[src/rtl/prog_seq_pkg.sv]
package prog_seq_pkg;

  typedef enum logic [3:0] {
    ST_IDLE,
    ST_PRECH,
    ST_PWRUP,
    ST_RPULSE,
    ST_RLOW,
    ST_KLO,
    ST_KHI,
    ST_GAP,
    ST_HOLD,
    ST_READY,
    ST_EXDRV,
    ST_EXRST
  } seq_state_t;

  function automatic int unsigned max2(int unsigned a, int unsigned b);
    return (a > b) ? a : b;
  endfunction

  // bits needed to hold values 0 .. v-1
  function automatic int unsigned cnt_width(int unsigned v);
    return (v < 2) ? 1 : $clog2(v);
  endfunction

endpackage

[src/rtl/seq_timer.sv]
module seq_timer #(
  parameter int unsigned W = 8
) (
  input  logic         clk,
  input  logic         rst_n,
  input  logic         load,
  input  logic [W-1:0] load_val,
  output logic [W-1:0] cnt_o,
  output logic         expired
);
  logic [W-1:0] cnt_q;

  always_ff @(posedge clk or negedge rst_n) begin
    if (!rst_n)             cnt_q <= '0;
    else if (load)          cnt_q <= load_val;
    else if (cnt_q != '0)   cnt_q <= cnt_q - 1'b1;
  end

  assign cnt_o   = cnt_q;
  assign expired = (cnt_q == '0);
endmodule

[src/rtl/key_serializer.sv]
module key_serializer #(
  parameter int unsigned       KEY_BITS  = 32,
  parameter logic [KEY_BITS-1:0] KEY_VALUE = 32'h4D434850
) (
  input  logic clk,
  input  logic rst_n,
  input  logic clr,
  input  logic adv,
  output logic bit_o,
  output logic last_o
);
  localparam int unsigned IW = prog_seq_pkg::cnt_width(KEY_BITS);
  localparam logic [IW-1:0] LAST_IDX = IW'(KEY_BITS - 1);

  logic [IW-1:0] idx_q;

  always_ff @(posedge clk or negedge rst_n) begin
    if (!rst_n)   idx_q <= '0;
    else if (clr) idx_q <= '0;
    else if (adv) idx_q <= idx_q + 1'b1;
  end

  // index 0 selects the most significant key bit
  assign bit_o  = KEY_VALUE[LAST_IDX - idx_q];
  assign last_o = (idx_q == LAST_IDX);
endmodule

[src/rtl/prog_entry_seq.sv]
module prog_entry_seq #(
  parameter int unsigned         T_PRECH_CYC  = 1000000,
  parameter int unsigned         T_VDD_CYC    = 10,
  parameter int unsigned         T_PULSE_CYC  = 10,
  parameter int unsigned         T_KEYDLY_CYC = 40000,
  parameter int unsigned         T_KLO_CYC    = 2,
  parameter int unsigned         T_KHI_CYC    = 2,
  parameter int unsigned         T_GAP_CYC    = 10,
  parameter int unsigned         T_HOLD_CYC   = 4000,
  parameter int unsigned         T_EXDRV_CYC  = 10,
  parameter int unsigned         T_EXRST_CYC  = 30,
  parameter int unsigned         KEY_BITS     = 32,
  parameter logic [KEY_BITS-1:0] KEY_VALUE    = 32'h4D434850
) (
  input  logic clk,
  input  logic rst_n,
  input  logic start_i,
  input  logic stop_i,
  input  logic no_power_i,
  output logic busy_o,
  output logic ready_o,
  output logic tgt_rst_n_o,
  output logic tgt_clk_o,
  output logic tgt_clk_oe_o,
  output logic tgt_dat_o,
  output logic tgt_dat_oe_o,
  output logic tgt_pwr_en_o
);
  import prog_seq_pkg::*;

  // T_KLO_CYC must be at least 2 so data has one cycle of hold and one of setup
  localparam int unsigned DMAX = max2(max2(max2(T_PRECH_CYC, T_KEYDLY_CYC),
                                           max2(T_HOLD_CYC, T_EXRST_CYC)),
                                      max2(max2(T_VDD_CYC, T_PULSE_CYC),
                                           max2(max2(T_KLO_CYC, T_KHI_CYC),
                                                max2(T_GAP_CYC, T_EXDRV_CYC))));
  localparam int unsigned CW = cnt_width(DMAX);
  localparam logic [CW-1:0] KLO_FIRST = CW'(T_KLO_CYC - 1);

  seq_state_t    state_q, state_d;
  logic          use_pwr_q;
  logic          dat_q;
  logic          tmr_load;
  logic [CW-1:0] tmr_val;
  logic [CW-1:0] tmr_cnt;
  logic          tmr_done;
  logic          key_bit;
  logic          key_last;
  logic          key_adv;
  logic          key_clr;

  // named internal events
  wire key_phase  = (state_q == ST_KLO) || (state_q == ST_KHI);
  wire bit_load   = (state_q == ST_KLO) && (tmr_cnt == KLO_FIRST);
  wire lines_idle = (state_q == ST_IDLE);

  function automatic logic [CW-1:0] dur_m1(seq_state_t s);
    int unsigned d;
    case (s)
      ST_PRECH:  d = T_PRECH_CYC;
      ST_PWRUP:  d = T_VDD_CYC;
      ST_RPULSE: d = T_PULSE_CYC;
      ST_RLOW:   d = T_KEYDLY_CYC;
      ST_KLO:    d = T_KLO_CYC;
      ST_KHI:    d = T_KHI_CYC;
      ST_GAP:    d = T_GAP_CYC;
      ST_HOLD:   d = T_HOLD_CYC;
      ST_EXDRV:  d = T_EXDRV_CYC;
      ST_EXRST:  d = T_EXRST_CYC;
      default:   d = 1;
    endcase
    return CW'(d - 1);
  endfunction

  always_comb begin
    state_d = state_q;
    case (state_q)
      ST_IDLE:   if (start_i) state_d = no_power_i ? ST_PWRUP : ST_PRECH;
      ST_PRECH:  if (tmr_done) state_d = ST_PWRUP;
      ST_PWRUP:  if (tmr_done) state_d = ST_RPULSE;
      ST_RPULSE: if (tmr_done) state_d = ST_RLOW;
      ST_RLOW:   if (tmr_done) state_d = ST_KLO;
      ST_KLO:    if (tmr_done) state_d = ST_KHI;
      ST_KHI:    if (tmr_done) state_d = key_last ? ST_GAP : ST_KLO;
      ST_GAP:    if (tmr_done) state_d = ST_HOLD;
      ST_HOLD:   if (tmr_done) state_d = ST_READY;
      ST_READY:  if (stop_i) state_d = ST_EXDRV;
      ST_EXDRV:  if (tmr_done) state_d = ST_EXRST;
      ST_EXRST:  if (tmr_done) state_d = ST_IDLE;
      default:   state_d = ST_IDLE;
    endcase
  end

  assign tmr_load = (state_d != state_q);
  assign tmr_val  = dur_m1(state_d);
  assign key_adv  = (state_q == ST_KHI) && tmr_done && !key_last;
  assign key_clr  = (state_q == ST_RLOW);

  seq_timer #(.W(CW)) u_timer (
    .clk      (clk),
    .rst_n    (rst_n),
    .load     (tmr_load),
    .load_val (tmr_val),
    .cnt_o    (tmr_cnt),
    .expired  (tmr_done)
  );

  key_serializer #(.KEY_BITS(KEY_BITS), .KEY_VALUE(KEY_VALUE)) u_key (
    .clk    (clk),
    .rst_n  (rst_n),
    .clr    (key_clr),
    .adv    (key_adv),
    .bit_o  (key_bit),
    .last_o (key_last)
  );

  always_ff @(posedge clk or negedge rst_n) begin
    if (!rst_n) begin
      state_q   <= ST_IDLE;
      use_pwr_q <= 1'b0;
      dat_q     <= 1'b0;
    end else begin
      state_q <= state_d;
      if (lines_idle && start_i) use_pwr_q <= !no_power_i;
      if (bit_load)                                 dat_q <= key_bit;
      else if (!key_phase && state_q != ST_GAP)     dat_q <= 1'b0;
    end
  end

  always_comb begin
    tgt_clk_oe_o = 1'b1;
    tgt_rst_n_o  = 1'b0;
    tgt_clk_o    = 1'b0;
    tgt_dat_o    = dat_q;
    busy_o       = 1'b1;
    ready_o      = 1'b0;
    case (state_q)
      ST_IDLE: begin
        tgt_clk_oe_o = 1'b0;
        tgt_rst_n_o  = 1'b1;
        busy_o       = 1'b0;
      end
      ST_PRECH: begin
        tgt_rst_n_o = 1'b1;
        tgt_clk_o   = 1'b1;
        tgt_dat_o   = 1'b1;
      end
      ST_RPULSE, ST_HOLD, ST_EXDRV: tgt_rst_n_o = 1'b1;
      ST_KHI:   tgt_clk_o = 1'b1;
      ST_READY: begin
        tgt_rst_n_o = 1'b1;
        busy_o      = 1'b0;
        ready_o     = 1'b1;
      end
      default: ;
    endcase
  end

  assign tgt_dat_oe_o = tgt_clk_oe_o;
  assign tgt_pwr_en_o = use_pwr_q && !lines_idle && (state_q != ST_PRECH);

endmodule

[config.mk]
export PLATFORM = sky130hd
export DESIGN_NAME = prog_entry_seq
export DESIGN_NICKNAME = d
export VERILOG_FILES = /design/src/rtl/prog_seq_pkg.sv /design/src/rtl/seq_timer.sv /design/src/rtl/key_serializer.sv /design/src/rtl/prog_entry_seq.sv
export SDC_FILE = /design/constraint.sdc
export NUM_CORES = 1
export LEC_CHECK = 0
export CAP_MARGIN = 0
export CORE_MARGIN = 2
export CORE_UTILIZATION = 55
export DETAILED_ROUTE_END_ITERATION = 10
export DONT_BUFFER_PORTS = 1
export PLACE_DENSITY = 0.7
export REMOVE_ABC_BUFFERS = 1
export SLEW_MARGIN = 15
export SYNTH_ARGS = -nofsm -noshare
export SYNTH_HDL_FRONTEND = slang
export SYNTH_HIERARCHICAL = 1
export SYNTH_SLANG_ARGS = --single-unit
[constraint.sdc]
create_clock -name clk -period 5.5 [get_ports clk]
set_input_delay 0.275 -clock clk [delete_from_list [all_inputs] [get_ports clk]]
set_output_delay 0.275 -clock clk [all_outputs]
set_load 0.02 [all_outputs]
==> flow_summary.toml, run 1 <==
[critical_path]
rrSetupSlack_ns = 0.48
path_cells = "inv_1, ha_1, or3b_2, or4_4, nor2_2, or2_2, a31oi_1, a211o_1, or2_2, o31a_1, ha_1, o21ai_0, o21ai_0, a221oi_1, o21ai_0, a2bb2oi_1"
critPathMostFrequentCell = "o21ai_0"
arrival_ns = 5.18
timing.rr.end = "u_timer/cnt_o[8]"
crit_buf_inv = 1
cp.required_ns = 5.67
crit_slowest_cell = "or4_4"
crit_family = "simple AND/OR/NAND/NOR gates"
critPathKind = "register to register"
max_stage_delay_ns = 0.61
end_kind = "register"
reg2reg_depth = 16
critical_path.max_fanout = 11
regToRegStartpoint = "u_timer/cnt_o[0]"
startpoint_type = "register"

[logic_synthesis]
ys_seq_area_share_pct = 30.7
synthTopCellsByArea = "dfrtp_1 31%, ha_1 4.0%, nand2_1 3.7%, nor2_1 3.7%, xor2_1 3.1%"
ys.flop_type = "dfrtp_1"
yosys.cell_count.top_type = "dfrtp_1"
synth_edf_count = 0
synth_top_cell_area_share_pct = 30.7
yosysTopAreaCell = "dfrtp_1"
synthCells = 302
avgSynthCellArea_um2 = 8.36
yosys_warnings = 6
ys_types = 64
synth_seq_cells = 31
async_flop_share_pct = 100
syn-cell-area_mm2 = 0.00253
synthTopCellsByCount = "31 x dfrtp_1, 25 x nand2_1, 25 x nor2_1"

[power]
sw_frac_of_total_pct = 49.2
pwr-share-seq_pct = 27.6
power.switching_mw = 0.756
comb_power_share_pct = 57.3
leakagePower_nw = 1.07
power.density_mw_per_mm2 = 577
ir_drop_v = 0.000656
clockPowerShare_pct = 15.2
p_int_mw = 0.782

[die]
placementRows = 24
start_util_pct = 57.6
core_area_mm2 = 0.00438
dieArea_mm2 = 0.00515
die-height_um = 71.8
io_pins = 13
die_w_um = 71.8

[drt]
routedWlPerCell_um = 17.1
dr.pass1.iters = 5
antenna_left = 0
wl_mm = 5.99
drt-initial-drc-count = 221
drcViolationCount = 0
vias = 2264
vias_per_cell = 6.47

[worst_hold_path]
hold_start = "start_i"
min_path_cells = 2
whs_endpoint = "use_pwr_q"
hold_path_class = "input port to register"

[sta]
skew_ns = 0.00397
slew_violations = 0
fin_crit_ns = 5.02
rsz0062_at_grt = "false"
fmax_mhz = 199
fin_crit_sh_pct = 91.2
finalSetupViolations = 0
tns_ns = 0
slew-limit-headroom_pct = 36.1
worst_pin_slew_ns = 0.949
hold_violations = 0

[final_layout]
post-route-cell-area_mm2 = 0.00266
multi_input_area_mm2 = 0.00159
fill_cells = 403
synthToLayoutAreaGrowth_pct = 5.40
fin_nets = 310
drive_above_1_share_pct = 11.7
diodes = 0
regArea_um2 = 776

[clock_tree]
postCtsHoldBufs = 2
postCtsSetupBuffers = 0
cts-root-buf = "clkbuf_8"
clk_pin_slew_ns = 0.06
tritoncts_num_sinks = 31
htreeDepth = 2
cts_inserted_buffers = 5
cts_resized = 0
cts_tree = "done"
clockBufferDepth = 2
clock_latency_ns = 0.28

[grt]
grt_pass1_wl_mm = 10.1
grt_max_degree = 34
grt_pass1_vias = 2034
grt_usage_pct = 24.9
grt_overflow_total = 0
antenna_found_initial = 0

[placement]
placedInstanceArea_mm2 = 0.00251
post-dp-hpwl_mm = 4.22
globalplace.congestion = 0.951
numPortBuffers = 0

[outcome]
status = "completed"

[job]
drv_cap = 0
==> through the flow <==
step	power (mW)	setup slack [ns]	hold WS [ns]	utilization, %	cells
floorplan	1.04	0.583	-0.0206	-	283
global placement	1.27	0.759	-0.0196	57.4	340
detailed placement	1.28	0.552	-0.0196	57.4	340
CTS	1.53	0.536	0.172	60.7	350
global route	1.65	0.223	0.195	60.7	350
finish	1.54	0.485	0.175	60.7	350
==> area by class of cell <==
| class | count | share of cell area (%) |
|---|---|---|
| Multi-Input combinational cell | 239 | 59.6 |
| Sequential cell | 31 | 29.1 |
| Clock buffer | 6 | 3.10 |
| Timing Repair Buffer | 7 | 2.54 |
| Tap cell | 52 | 2.44 |
| Inverter | 13 | 1.83 |
| Clock inverter | 2 | 1.32 |
==> power by group through the flow <==
stage	combinational [mW]	sequential (mW)	clock [mW]
2_1_floorplan	0.651	0.392	0
3_3_place_gp	0.851	0.422	0
3_5_place_dp	0.856	0.425	0
4_1_cts	0.867	0.420	0.239
5_1_grt	0.964	0.440	0.245
6_report	0.880	0.424	0.233
==> sequential cells by signal (all words and copies together), names as in the netlist <==
register	count
state_q	4
dat_q	1
u_key/idx_q	5
u_timer/cnt_o	20
use_pwr_q	1
==> kinds of logic (layout without fill, tap and decap cells) <==
logic type / after synthesis / after routing / synth area share [%]
compound gates: 82 / 82 / 22.5
buf+inv: 32 / 28 / 6.44
flops: 31 / 31 / 30.7
mux: 4 / 4 / 1.63
simple gates: 127 / 127 / 28.7
xor+xnor: 17 / 17 / 5.89
other cells: 1 / 1 / 0.148
fa+ha+maj: 8 / 8 / 3.96
==> cells in the final DEF (no fill, tap or decap), types with 3 or more instances in the layout <==
cell type  netlist  layout
buf_4            3       5
o21ai_0         15      15
nor2_1          25      25
nor4_1           8       8
nand4_1          5       5
xnor2_1          8       8
o41ai_1          6       6
a21o_1           4       4
nor3_1          10      10
or2_2            5       5
nor3b_1          3       3
or3_1            4       4
o31ai_1          9       9
xor2_1           9       9
nand2b_1         8       8
a31oi_1          7       7
nand2_1         25      25
nand3_1          5       5
a2bb2oi_1        5       5
or4_1            7       7
a21oi_1         14      14
ha_1             8       8
mux2i_1          3       3
dfrtp_1         31      31
inv_1           12      12
clkbuf_8         0       6
==> how the worst max path moves through the flow <==
stage,startpoint,endpoint,slack [ns],depth (start not counted)
global route,u_timer/cnt_o[0],u_timer/cnt_o[8],0.22,16
finish,u_timer/cnt_o[0],u_timer/cnt_o[8],0.48,16
global placement,u_timer/cnt_o[0],u_timer/cnt_o[8],0.76,16
floorplan,u_timer/cnt_o[0],u_timer/cnt_o[4],0.58,14
CTS,u_timer/cnt_o[0],u_timer/cnt_o[8],0.54,16
detailed placement,u_timer/cnt_o[0],u_timer/cnt_o[8],0.55,16
==> routing by layer <==
layer  GRT usage, %  part of all wire [%]  up-vias
li1               -                     -     1106
met1           38.6                    48     1080
met2           36.4                    44       73
met3           3.94                   6.9        5
met4           5.66                  0.73        0
met5              0                     0        -
(Power assumes the default switching activity.)
==> run 2: changes to the inputs <==
SKIP_CTS_REPAIR_TIMING = 1   (was not set)
SYNTH_HIERARCHICAL = not set   (was 1)
==> run 2 against run 1 <==
  * Clock skew grew 0.012 ns
  * Global-route usage grew 0.42 points
  * Design area shrank 2.3%
  * Utilization shrank 0.55 points
  * Synthesized cell count shrank 7.9%
  * Largest cell class unchanged
  * Largest power group unchanged
==> flow_summary.toml, run 2 <==
[placement]
globalplace.congestion = 0.888
post-dp-hpwl_mm = 4.31
numPortBuffers = 0

[power]
sw_frac_of_total_pct = 44.8
power.switching_mw = 0.523
p_int_mw = 0.645
comb_power_share_pct = 41.3
clockPowerShare_pct = 20.4
power.density_mw_per_mm2 = 449
leakagePower_nw = 1.04
pwr-share-seq_pct = 38.3
ir_drop_v = 0.000313

[worst_hold_path]
min_path_cells = 3
hold_path_class = "input port to register"

[critical_path]
path_cells = "nor4_2, inv_1, o211ai_1, a21oi_1, o21ai_2, nand2_1, a21oi_1, ha_1, o211a_1, a32oi_1, o22a_1, o22ai_1"
max_stage_delay_ns = 0.69
critPathMostFrequentCell = "a21oi_1"
end_kind = "register"
cp.required_ns = 5.72
path_depth = 12
critPathKind = "register to register"
startpoint_type = "register"
reg2reg_depth = 12
crit_family = "compound AO/OA/AOI/OAI gates"
crit_slowest_cell = "dfrtp_1"
critical_path.max_fanout = 27
arrival_ns = 3.81
crit_buf_inv = 1

[final_layout]
regArea_um2 = 776
drive_above_1_share_pct = 14.3
multi_input_area_mm2 = 0.00158
synthToLayoutAreaGrowth_pct = 5.42
fill_cells = 403
largest_register_ffs = 20
final_common_cell = "dfrtp_1"
diodes = 0
final_cell_mix = "31 x dfrtp_1, 25 x nand2_1, 24 x a21oi_1, 22 x nor2_1, 12 x o21ai_0"
fin_nets = 284

[clock_tree]
cts_tree = "done"
htreeDepth = 2
clock_latency_ns = 0.29
cts_inserted_buffers = 5
clockBufferDepth = 2
clk_pin_slew_ns = 0.08
cts-root-buf = "clkbuf_8"
tritoncts_num_sinks = 31

[logic_synthesis]
synth_top_cell_area_share_pct = 31.4
synth_edf_count = 0
synthTopCellsByArea = "dfrtp_1 31%, a21oi_1 4.9%, ha_1 4.1%, nand2_1 3.8%, nor2_1 3.3%"
yosys_warnings = 0
ys_seq_area_share_pct = 31.4
avgSynthCellArea_um2 = 8.88
ys.flop_type = "dfrtp_1"
yosysTopAreaCell = "dfrtp_1"
yosys.cell_count.top_type = "dfrtp_1"
synthCells = 278
ys_types = 64
syn-cell-area_mm2 = 0.00247
synthTopCellsByCount = "31 x dfrtp_1, 25 x nand2_1, 24 x a21oi_1"
async_flop_share_pct = 100
synth_seq_cells = 31

[grt]
grt_pass1_vias = 2022
grt_usage_pct = 25.3
grt_max_degree = 32
grt_pass1_wl_mm = 10.0
grt_overflow_total = 0
antenna_found_initial = 0

[drt]
drcViolationCount = 0
drt-initial-drc-count = 298
routedWlPerCell_um = 18.6
antenna_left = 0
wl_mm = 6.04
vias_per_cell = 6.51
dr.pass1.iters = 4
vias = 2108

[die]
dieArea_mm2 = 0.00504
io_pins = 13
core_area_mm2 = 0.00432
die_w_um = 71.0
placementRows = 24
start_util_pct = 57.1
die-height_um = 71.0

[outcome]
status = "completed"

[sta]
skew_ns = 0.0160
slew_violations = 0
fmax_mhz = 279
fin_crit_sh_pct = 65.3
worst_pin_slew_ns = 1.08
whs_ns = 0.176
finalSetupViolations = 0
tns_ns = 0
hold_violations = 0
slew-limit-headroom_pct = 27.9
rsz0062_at_grt = "false"
fin_crit_ns = 3.59

[job]
drv_cap = 0
-- run 2: cell types whose count changed after synthesis, moves of 4 or more --
cell | before | now
a21oi_1 | 14 | 24
a22o_1 | 0 | 4
a2bb2oi_1 | 5 | 0
buf_2 | 7 | 3
inv_1 | 12 | 7
nand3_1 | 5 | 10
nor4_1 | 8 | 1
o31ai_1 | 9 | 2
o41ai_1 | 6 | 1
or2_2 | 5 | 0
or4_1 | 7 | 3
-- run 2: worst paths after layout --
kind / start / to / slack [ns]
setup / recovery: state_q[1] / u_timer.cnt_o[8] / 1.91
hold / removal: start_i / use_pwr_q / 0.18
hold reg to reg: use_pwr_q / use_pwr_q / 0.49
setup reg to reg: state_q[1] / u_timer.cnt_o[8] / 1.91
min in group asynchronous: rst_n / u_timer.cnt_o[6] / 0.43
max in group asynchronous: rst_n / u_key.idx_q[3] / 4.87
-- run 2: area by class of cell --
| class | count | area share, % |
|---|---|---|
| flip-flops and latches | 31 | 29.8 |
| repair buffers | 2 | 1.15 |
| inverters | 8 | 1.15 |
| clock buffers | 6 | 3.17 |
| clock inverters | 2 | 1.35 |
| well taps | 52 | 2.50 |
| multi-input cells | 223 | 60.9 |
-- run 2: worst min-delay path: cells and delay by family --
kind,cells,cell delay [ns]
AND/OR/NAND/NOR,3,0.15
-- run 2: per-stage QoR --
step | setup slack (ns) | utilization (%) | total power [mW] | std cells | instance area (µm²)
floorplan | 2.43 | - | 0.805 | 262 | 2390
global placement | 2.08 | 56.8 | 0.906 | 314 | 2450
detailed placement | 1.95 | 56.8 | 0.916 | 314 | 2450
CTS | 1.95 | 59.5 | 1.15 | 322 | 2570
global route | 1.56 | 60.2 | 1.24 | 324 | 2600
finish | 1.91 | 60.2 | 1.17 | 324 | 2600
-- run 2: layer usage --
layer	GRT usage (%)	up-vias	part of all wire [%]
li1	-	1018	-
met1	36.1	1012	47
met2	36.9	67	46
met3	6.27	11	6.2
met4	10.3	0	1.6
met5	0	-	0
-- run 2: cell families after synthesis --
kind of cell    Yosys count  share of synthesized area [%]
flops                    31                           31.4
fa+ha+maj                 8                           4.05
compound gates           80                           23.2
mux                       7                           3.04
buf+inv                  24                           4.41
simple gates            110                           27.5
xor+xnor                 18                           6.39
-- run 2: power by group through the flow --
stage          registers, mW  clock network [mW]  logic [mW]
3_3_place_gp           0.446                   0       0.459
2_1_floorplan          0.417                   0       0.387
5_1_grt                0.464               0.250       0.531
4_1_cts                0.445               0.240       0.469
6_report               0.448               0.239       0.482
3_5_place_dp           0.449                   0       0.467
